`src/rtl/tba_pkg.sv`:
```
package tba_pkg;
    localparam int DATA_W     = 16;
    localparam int PORT_AW    = 5;
    localparam int CMD_RD_BIT = 15;
    localparam int CMD_WR_BIT = 14;
    localparam int BANK_LO    = 11;
    localparam int TM_BIT     = 10;
    localparam int RADDR_LO   = 5;
    localparam int WADDR_LO   = 0;

    localparam logic [PORT_AW-1:0] A_CTRL = 5'h14;
    localparam logic [PORT_AW-1:0] A_RD1  = 5'h15;
    localparam logic [PORT_AW-1:0] A_RD2  = 5'h16;
    localparam logic [PORT_AW-1:0] A_WDAT = 5'h17;

    typedef enum logic [2:0] {
        ST_LOCKED,
        ST_ZERO_A,
        ST_TM_A,
        ST_ZERO_B,
        ST_OPEN
    } unlock_state_e;
endpackage

```
`src/rtl/tba_unlock_fsm.sv`:
```
module tba_unlock_fsm
    import tba_pkg::*;
(
    input  logic              clk,
    input  logic              rst_n,
    input  logic              ctrl_we,
    input  logic [DATA_W-1:0] ctrl_wdata,
    output logic              unlocked
);
    localparam logic [DATA_W-1:0] TM_WORD = DATA_W'(1) << TM_BIT;

    unlock_state_e state_q, state_d;
    logic is_zero, is_tm;

    assign is_zero = (ctrl_wdata == '0);
    assign is_tm   = (ctrl_wdata == TM_WORD);

    always_ff @(posedge clk) begin
        if (!rst_n) state_q <= ST_LOCKED;
        else        state_q <= state_d;
    end

    always_comb begin
        state_d = state_q;
        if (ctrl_we) begin
            unique case (state_q)
                ST_LOCKED: state_d = is_zero ? ST_ZERO_A : ST_LOCKED;
                ST_ZERO_A: state_d = is_tm ? ST_TM_A : (is_zero ? ST_ZERO_A : ST_LOCKED);
                ST_TM_A:   state_d = is_zero ? ST_ZERO_B : ST_LOCKED;
                ST_ZERO_B: state_d = is_tm ? ST_OPEN : (is_zero ? ST_ZERO_A : ST_LOCKED);
                ST_OPEN:   state_d = is_zero ? ST_ZERO_A : ST_OPEN;
                default:   state_d = ST_LOCKED;
            endcase
        end
    end

    always_comb begin
        unlocked = (state_q == ST_OPEN);
    end

    // entering ST_OPEN must follow a control write of the test-mode word
    assert_unlock_last_tm_R3: assert property (@(posedge clk) disable iff (!rst_n)
        (state_q == ST_OPEN && $past(state_q) != ST_OPEN) |->
            ($past(ctrl_we) && $past(ctrl_wdata) == TM_WORD));

    // a zero control write always leaves the banks closed
    assert_zero_relocks_R5: assert property (@(posedge clk) disable iff (!rst_n)
        (ctrl_we && ctrl_wdata == '0) |=> !unlocked);
endmodule

```
`src/rtl/tba_bank_store.sv`:
```
module tba_bank_store #(
    parameter int          DATA_W    = 16,
    parameter int          NUM_BANKS = 4,
    parameter int          REGS      = 32,
    parameter logic [3:0]  IMPL_MASK = 4'b1001,
    localparam int         BW        = $clog2(NUM_BANKS),
    localparam int         AW        = $clog2(REGS)
) (
    input  logic              clk,
    input  logic              rst_n,
    input  logic              we,
    input  logic [BW-1:0]     wbank,
    input  logic [AW-1:0]     waddr,
    input  logic [DATA_W-1:0] wdata,
    input  logic [BW-1:0]     rbank,
    input  logic [AW-1:0]     raddr,
    output logic [DATA_W-1:0] rdata
);
    logic [DATA_W-1:0] bank_rd [NUM_BANKS];

    for (genvar b = 0; b < NUM_BANKS; b++) begin : g_bank
        if (IMPL_MASK[b]) begin : g_impl
            logic [DATA_W-1:0] mem_q [REGS];
            always_ff @(posedge clk) begin
                if (!rst_n) begin
                    for (int i = 0; i < REGS; i++) mem_q[i] <= '0;
                end else if (we && wbank == BW'(b)) begin
                    mem_q[waddr] <= wdata;
                end
            end
            assign bank_rd[b] = mem_q[raddr];
        end else begin : g_empty
            assign bank_rd[b] = '0;
        end
    end

    assign rdata = bank_rd[rbank];

    // unimplemented banks always read as zero
    assert_empty_bank_zero_R10: assert property (@(posedge clk) disable iff (!rst_n)
        (!IMPL_MASK[rbank]) |-> (rdata == '0));
endmodule

```
`src/rtl/tba_test_access.sv`:
```
module tba_test_access
    import tba_pkg::*;
#(
    parameter int         NUM_BANKS = 4,
    parameter int         REGS      = 32,
    parameter logic [3:0] IMPL_MASK = 4'b1001,
    localparam int        BW        = $clog2(NUM_BANKS),
    localparam int        AW        = $clog2(REGS)
) (
    input  logic               clk,
    input  logic               rst_n,
    input  logic               reg_wr_en,
    input  logic [PORT_AW-1:0] reg_addr,
    input  logic [DATA_W-1:0]  reg_wdata,
    output logic [DATA_W-1:0]  reg_rdata
);
    logic [DATA_W-1:0] ctrl_q, wdat_q, rd1_q;
    logic              ctrl_we, unlocked, cmd_ok, do_commit, do_load;
    logic [BW-1:0]     sel_bank;
    logic [AW-1:0]     sel_raddr, sel_waddr;
    logic [DATA_W-1:0] bank_rdata;

    assign ctrl_we   = reg_wr_en && (reg_addr == A_CTRL);
    assign sel_bank  = reg_wdata[BANK_LO +: BW];
    assign sel_raddr = reg_wdata[RADDR_LO +: AW];
    assign sel_waddr = reg_wdata[WADDR_LO +: AW];
    assign cmd_ok    = ctrl_we && unlocked && reg_wdata[TM_BIT];
    assign do_commit = cmd_ok && reg_wdata[CMD_WR_BIT];
    assign do_load   = cmd_ok && reg_wdata[CMD_RD_BIT] && !reg_wdata[CMD_WR_BIT];

    tba_unlock_fsm u_fsm (
        .clk        (clk),
        .rst_n      (rst_n),
        .ctrl_we    (ctrl_we),
        .ctrl_wdata (reg_wdata),
        .unlocked   (unlocked)
    );

    tba_bank_store #(
        .DATA_W    (DATA_W),
        .NUM_BANKS (NUM_BANKS),
        .REGS      (REGS),
        .IMPL_MASK (IMPL_MASK)
    ) u_banks (
        .clk   (clk),
        .rst_n (rst_n),
        .we    (do_commit),
        .wbank (sel_bank),
        .waddr (sel_waddr),
        .wdata (wdat_q),
        .rbank (sel_bank),
        .raddr (sel_raddr),
        .rdata (bank_rdata)
    );

    always_ff @(posedge clk) begin
        if (!rst_n) begin
            ctrl_q <= '0;
            wdat_q <= '0;
            rd1_q  <= '0;
        end else begin
            if (ctrl_we) ctrl_q <= reg_wdata;
            if (reg_wr_en && reg_addr == A_WDAT) wdat_q <= reg_wdata;
            if (do_load) rd1_q <= bank_rdata;
        end
    end

    always_comb begin
        unique case (reg_addr)
            A_CTRL:  reg_rdata = ctrl_q;
            A_RD1:   reg_rdata = rd1_q;
            A_WDAT:  reg_rdata = wdat_q;
            default: reg_rdata = '0;
        endcase
    end

    // a control write while locked leaves read-data register 1 untouched
    assert_locked_ignored_R8: assert property (@(posedge clk) disable iff (!rst_n)
        (ctrl_we && !unlocked) |=> $stable(rd1_q));

    // both command bits set means read-data register 1 keeps its value
    assert_write_wins_R9: assert property (@(posedge clk) disable iff (!rst_n)
        (ctrl_we && reg_wdata[CMD_RD_BIT] && reg_wdata[CMD_WR_BIT]) |=> $stable(rd1_q));

    // read-data register 2 reads zero
    assert_rd2_zero_R11: assert property (@(posedge clk) disable iff (!rst_n)
        (reg_addr == A_RD2) |-> (reg_rdata == '0));
endmodule

```
`config.mk`:
```
export PLATFORM = sky130hd
export DESIGN_NAME = tba_test_access
export DESIGN_NICKNAME = d
export VERILOG_FILES = /design/src/rtl/tba_pkg.sv /design/src/rtl/tba_unlock_fsm.sv /design/src/rtl/tba_bank_store.sv /design/src/rtl/tba_test_access.sv
export SDC_FILE = /design/constraint.sdc
export NUM_CORES = 2
export LEC_CHECK = 0
export ABC_CLOCK_PERIOD_IN_PS = 11200
export BUFFER_PORTS_ARGS = -buffer_cell sky130_fd_sc_hd__buf_2
export CAP_MARGIN = 20
export CELL_PAD_IN_SITES_DETAIL_PLACEMENT = 1
export CELL_PAD_IN_SITES_GLOBAL_PLACEMENT = 1
export CORE_AREA = 4 4 305 307
export DETAILED_ROUTE_END_ITERATION = 12
export DIE_AREA = 0 0 309 311
export GPL_ROUTABILITY_DRIVEN = 0
export PLACE_DENSITY_LB_ADDON = 0.1
export SYNTH_ARGS = -nofsm -noshare
export SYNTH_HDL_FRONTEND = slang
export SYNTH_SLANG_ARGS = --single-unit
```
`constraint.sdc`:
```
create_clock -name clk -period 11.2 [get_ports clk]
set_input_delay 2.8 -clock clk [delete_from_list [all_inputs] [get_ports clk]]
set_output_delay 2.8 -clock clk [all_outputs]
set_load 0.02 [all_outputs]
```
==> flow_metrics.tcl <==
set metrics [dict create \
    path_class "primary input to output port" \
    status "finished clean" \
    endpoint_kind "output port" \
    cts_tree "yes" \
    yosys_register_bits 1075 \
    syn2layout_area_growth_pct 10.56 \
    nets 3486 \
    dieArea_um2 96100 \
    arrival_ns 4.66 \
    drv_cap 0 \
    vias_per_cell 6.385 \
    synth_top_area_frac 0.6242 \
    die_y_um 311 \
    final_cell_mix "and2_1 (1035), edfxtp_1 (1024), mux2i_1 (183)" \
    cts_inserted_buffers 114 \
    cts.path.max_buffers 3 \
    grt-ovfl-total 0 \
    synth_edf_count 1024 \
    wl_um 149900 \
    final_common_cell "and2_1" \
    rsz0062_at_grt "false" \
    synthesis.instances 3491 \
    hold_viol 0 \
    peakVddDrop_mv 0.1643 \
    relSlewSlack 0.1961 \
    drt_iter0_drc 3552 \
    drive_gt1_frac 0.1592 \
    yosysSeqAreaShare 0.6449 \
    synthesis.area_um2 49260 \
    power_leakage_nw 19.07 \
    grt_max_degree 116 \
    synthesis.nets 3515 \
    coreArea_um2 90010 \
    tns_ns 0 \
    ioPinCount 40 \
    power_density_nw_per_um2 162.8 \
    setup_viol 0 \
    postRouteAntennaNets 0 \
    synth_ff_type "edfxtp_1" \
    worst_hold_slack_ns 0.4748 \
    wl_per_cell_um 31.60 \
    tightestPinTransition_ns 1.175 \
    rows 110 \
    r2r_setup_slack_ns 7.30 \
    drc_errors 0 \
    cp.required_ns 8.40 \
    yosys_warnings 0 \
    vias 30280 \
    clock-sinks 1075 \
    critPathLaunchType "primary input" \
    initial_utilization 0.5473 \
    hold_buffers 0 \
    fin_skew_ns 0.01656 \
    async_flop_share 0 \
    grt_pass1_vias 31490 \
    post-cts-setup-buffers 0 \
    synth_area_leaders "edfxtp_1 (62%), and2_1 (13%), mux4_2 (7.4%)" \
    min_period_over_period 0.6657 \
    min_period_ns 7.456 \
    grt_usage 0.3116 \
    fp.dieW_um 309 \
    slew_viol_final 0 \
    crit_fanout 20 \
    dp_hpwl_um 91650 \
    synth_cell_types 57 \
    clock_latency_ns 0.70 \
    port_buffers 39 \
    post_cts_resized 0 \
    hold_path_class "register to register" \
    dr.pass1.iters 5 \
    antenna_found_initial 5 \
    path_clk_slew_ns 0.06 \
    cts_root_buffer "clkbuf_16" \
    yosysTopAreaCell "edfxtp_1" \
    grt_pass1_wl_um 217600 \
    max_freq_ghz 0.1341 \
    fillers 8360 \
    avgSynthCellArea_um2 14.11 \
    finalPower_mw 8.866 \
    ctsHtreeMaxLevel 3 \
]
worst max-delay path, stage by stage:
cell,delay (ns)
buf_2,0.31
or2_2,0.46
nor2_1,0.35
buf_4,0.31
nand2_1,0.09
o21ai_0,0.09
buf_2,0.22
per-stage QoR:
stage,worst slack [ns],area [µm²],cells,utilization
floorplan,4.118,49260,3491,-
global placement,3.831,50520,4487,0.5613
detailed placement,3.748,50610,4494,0.5622
CTS,3.757,54200,4710,0.6022
global route,3.677,54450,4738,0.6050
finish,3.744,54460,4742,0.6051
cell usage after synthesis (22+ instances only):
master       n
a21boi_0    35
a21oi_1     37
a22oi_1     63
and2_1    1035
buf_2       53
clkbuf_1   253
dfxtp_1     51
edfxtp_1  1024
mux2_2      32
mux2i_1    183
mux4_2     162
nand2_1    133
nand3_1     52
nor2_1      76
nor2b_1     22
o21ai_0     87
area by class of cell:
cell class,instances,area (µm²),share of cell area
Clock buffer,150,3049,0.05599
Multi-Input combinational cell,2086,16200,0.2975
Inverter,2,7.507,0.0001378
Timing Repair Buffer,183,1388,0.02548
Sequential cell,1075,31790,0.5837
Antenna cell,4,10.01,0.0001838
Tap cell,1176,1471,0.02702
Clock inverter,66,545.5,0.01002
logic make-up (layout without fill, tap and decap cells):
logic type	count (synthesis)	after routing	synth area share
and+or+nand+nor	1391	1391	0.1665
DFF	1075	1075	0.6449
muxes	377	377	0.1186
buffers and inverters	330	401	0.02695
AOI/OAI and AO/OA	318	318	0.04305
other	0	4	0
metal layers:
metal / track usage / wire [µm] / up-vias
li1: - / - / 12670
met1: 0.4320 / 58720 / 15940
met2: 0.5048 / 72830 / 1398
met3: 0.04465 / 12120 / 269
met4: 0.1193 / 6191 / 0
met5: 0 / 0 / -
path summary, 6_finish.rpt:
path	start	to	depth (start not counted)
setup reg to reg	u_fsm.state_q[0]$_SDFFE_PN0N_	u_banks.g_bank[3].g_impl.mem_q[30][6]$_SDFFCE_PN0P_	5
hold / removal	ctrl_q[12]$_SDFFE_PN0N_	ctrl_q[12]$_SDFFE_PN0N_	2
hold reg to reg	ctrl_q[12]$_SDFFE_PN0N_	ctrl_q[12]$_SDFFE_PN0N_	2
setup / recovery	reg_addr[1]	reg_rdata[11]	7
state kept, by name, indices dropped and copies added (netlist names):
name and flops:
u_banks.g_bank.g_impl.mem_q 1024, ctrl_q 16, rd1_q 16, wdat_q 16
u_fsm.state_q 3
power breakdown:
part	switching [mW]	leakage, nW	internal (mW)
clock	1.59	1.77	2.09
sequential	0.0582	10.1	4.58
combinational	0.356	7.17	0.193
No activity file was read; power rests on OpenSTA's default activity.
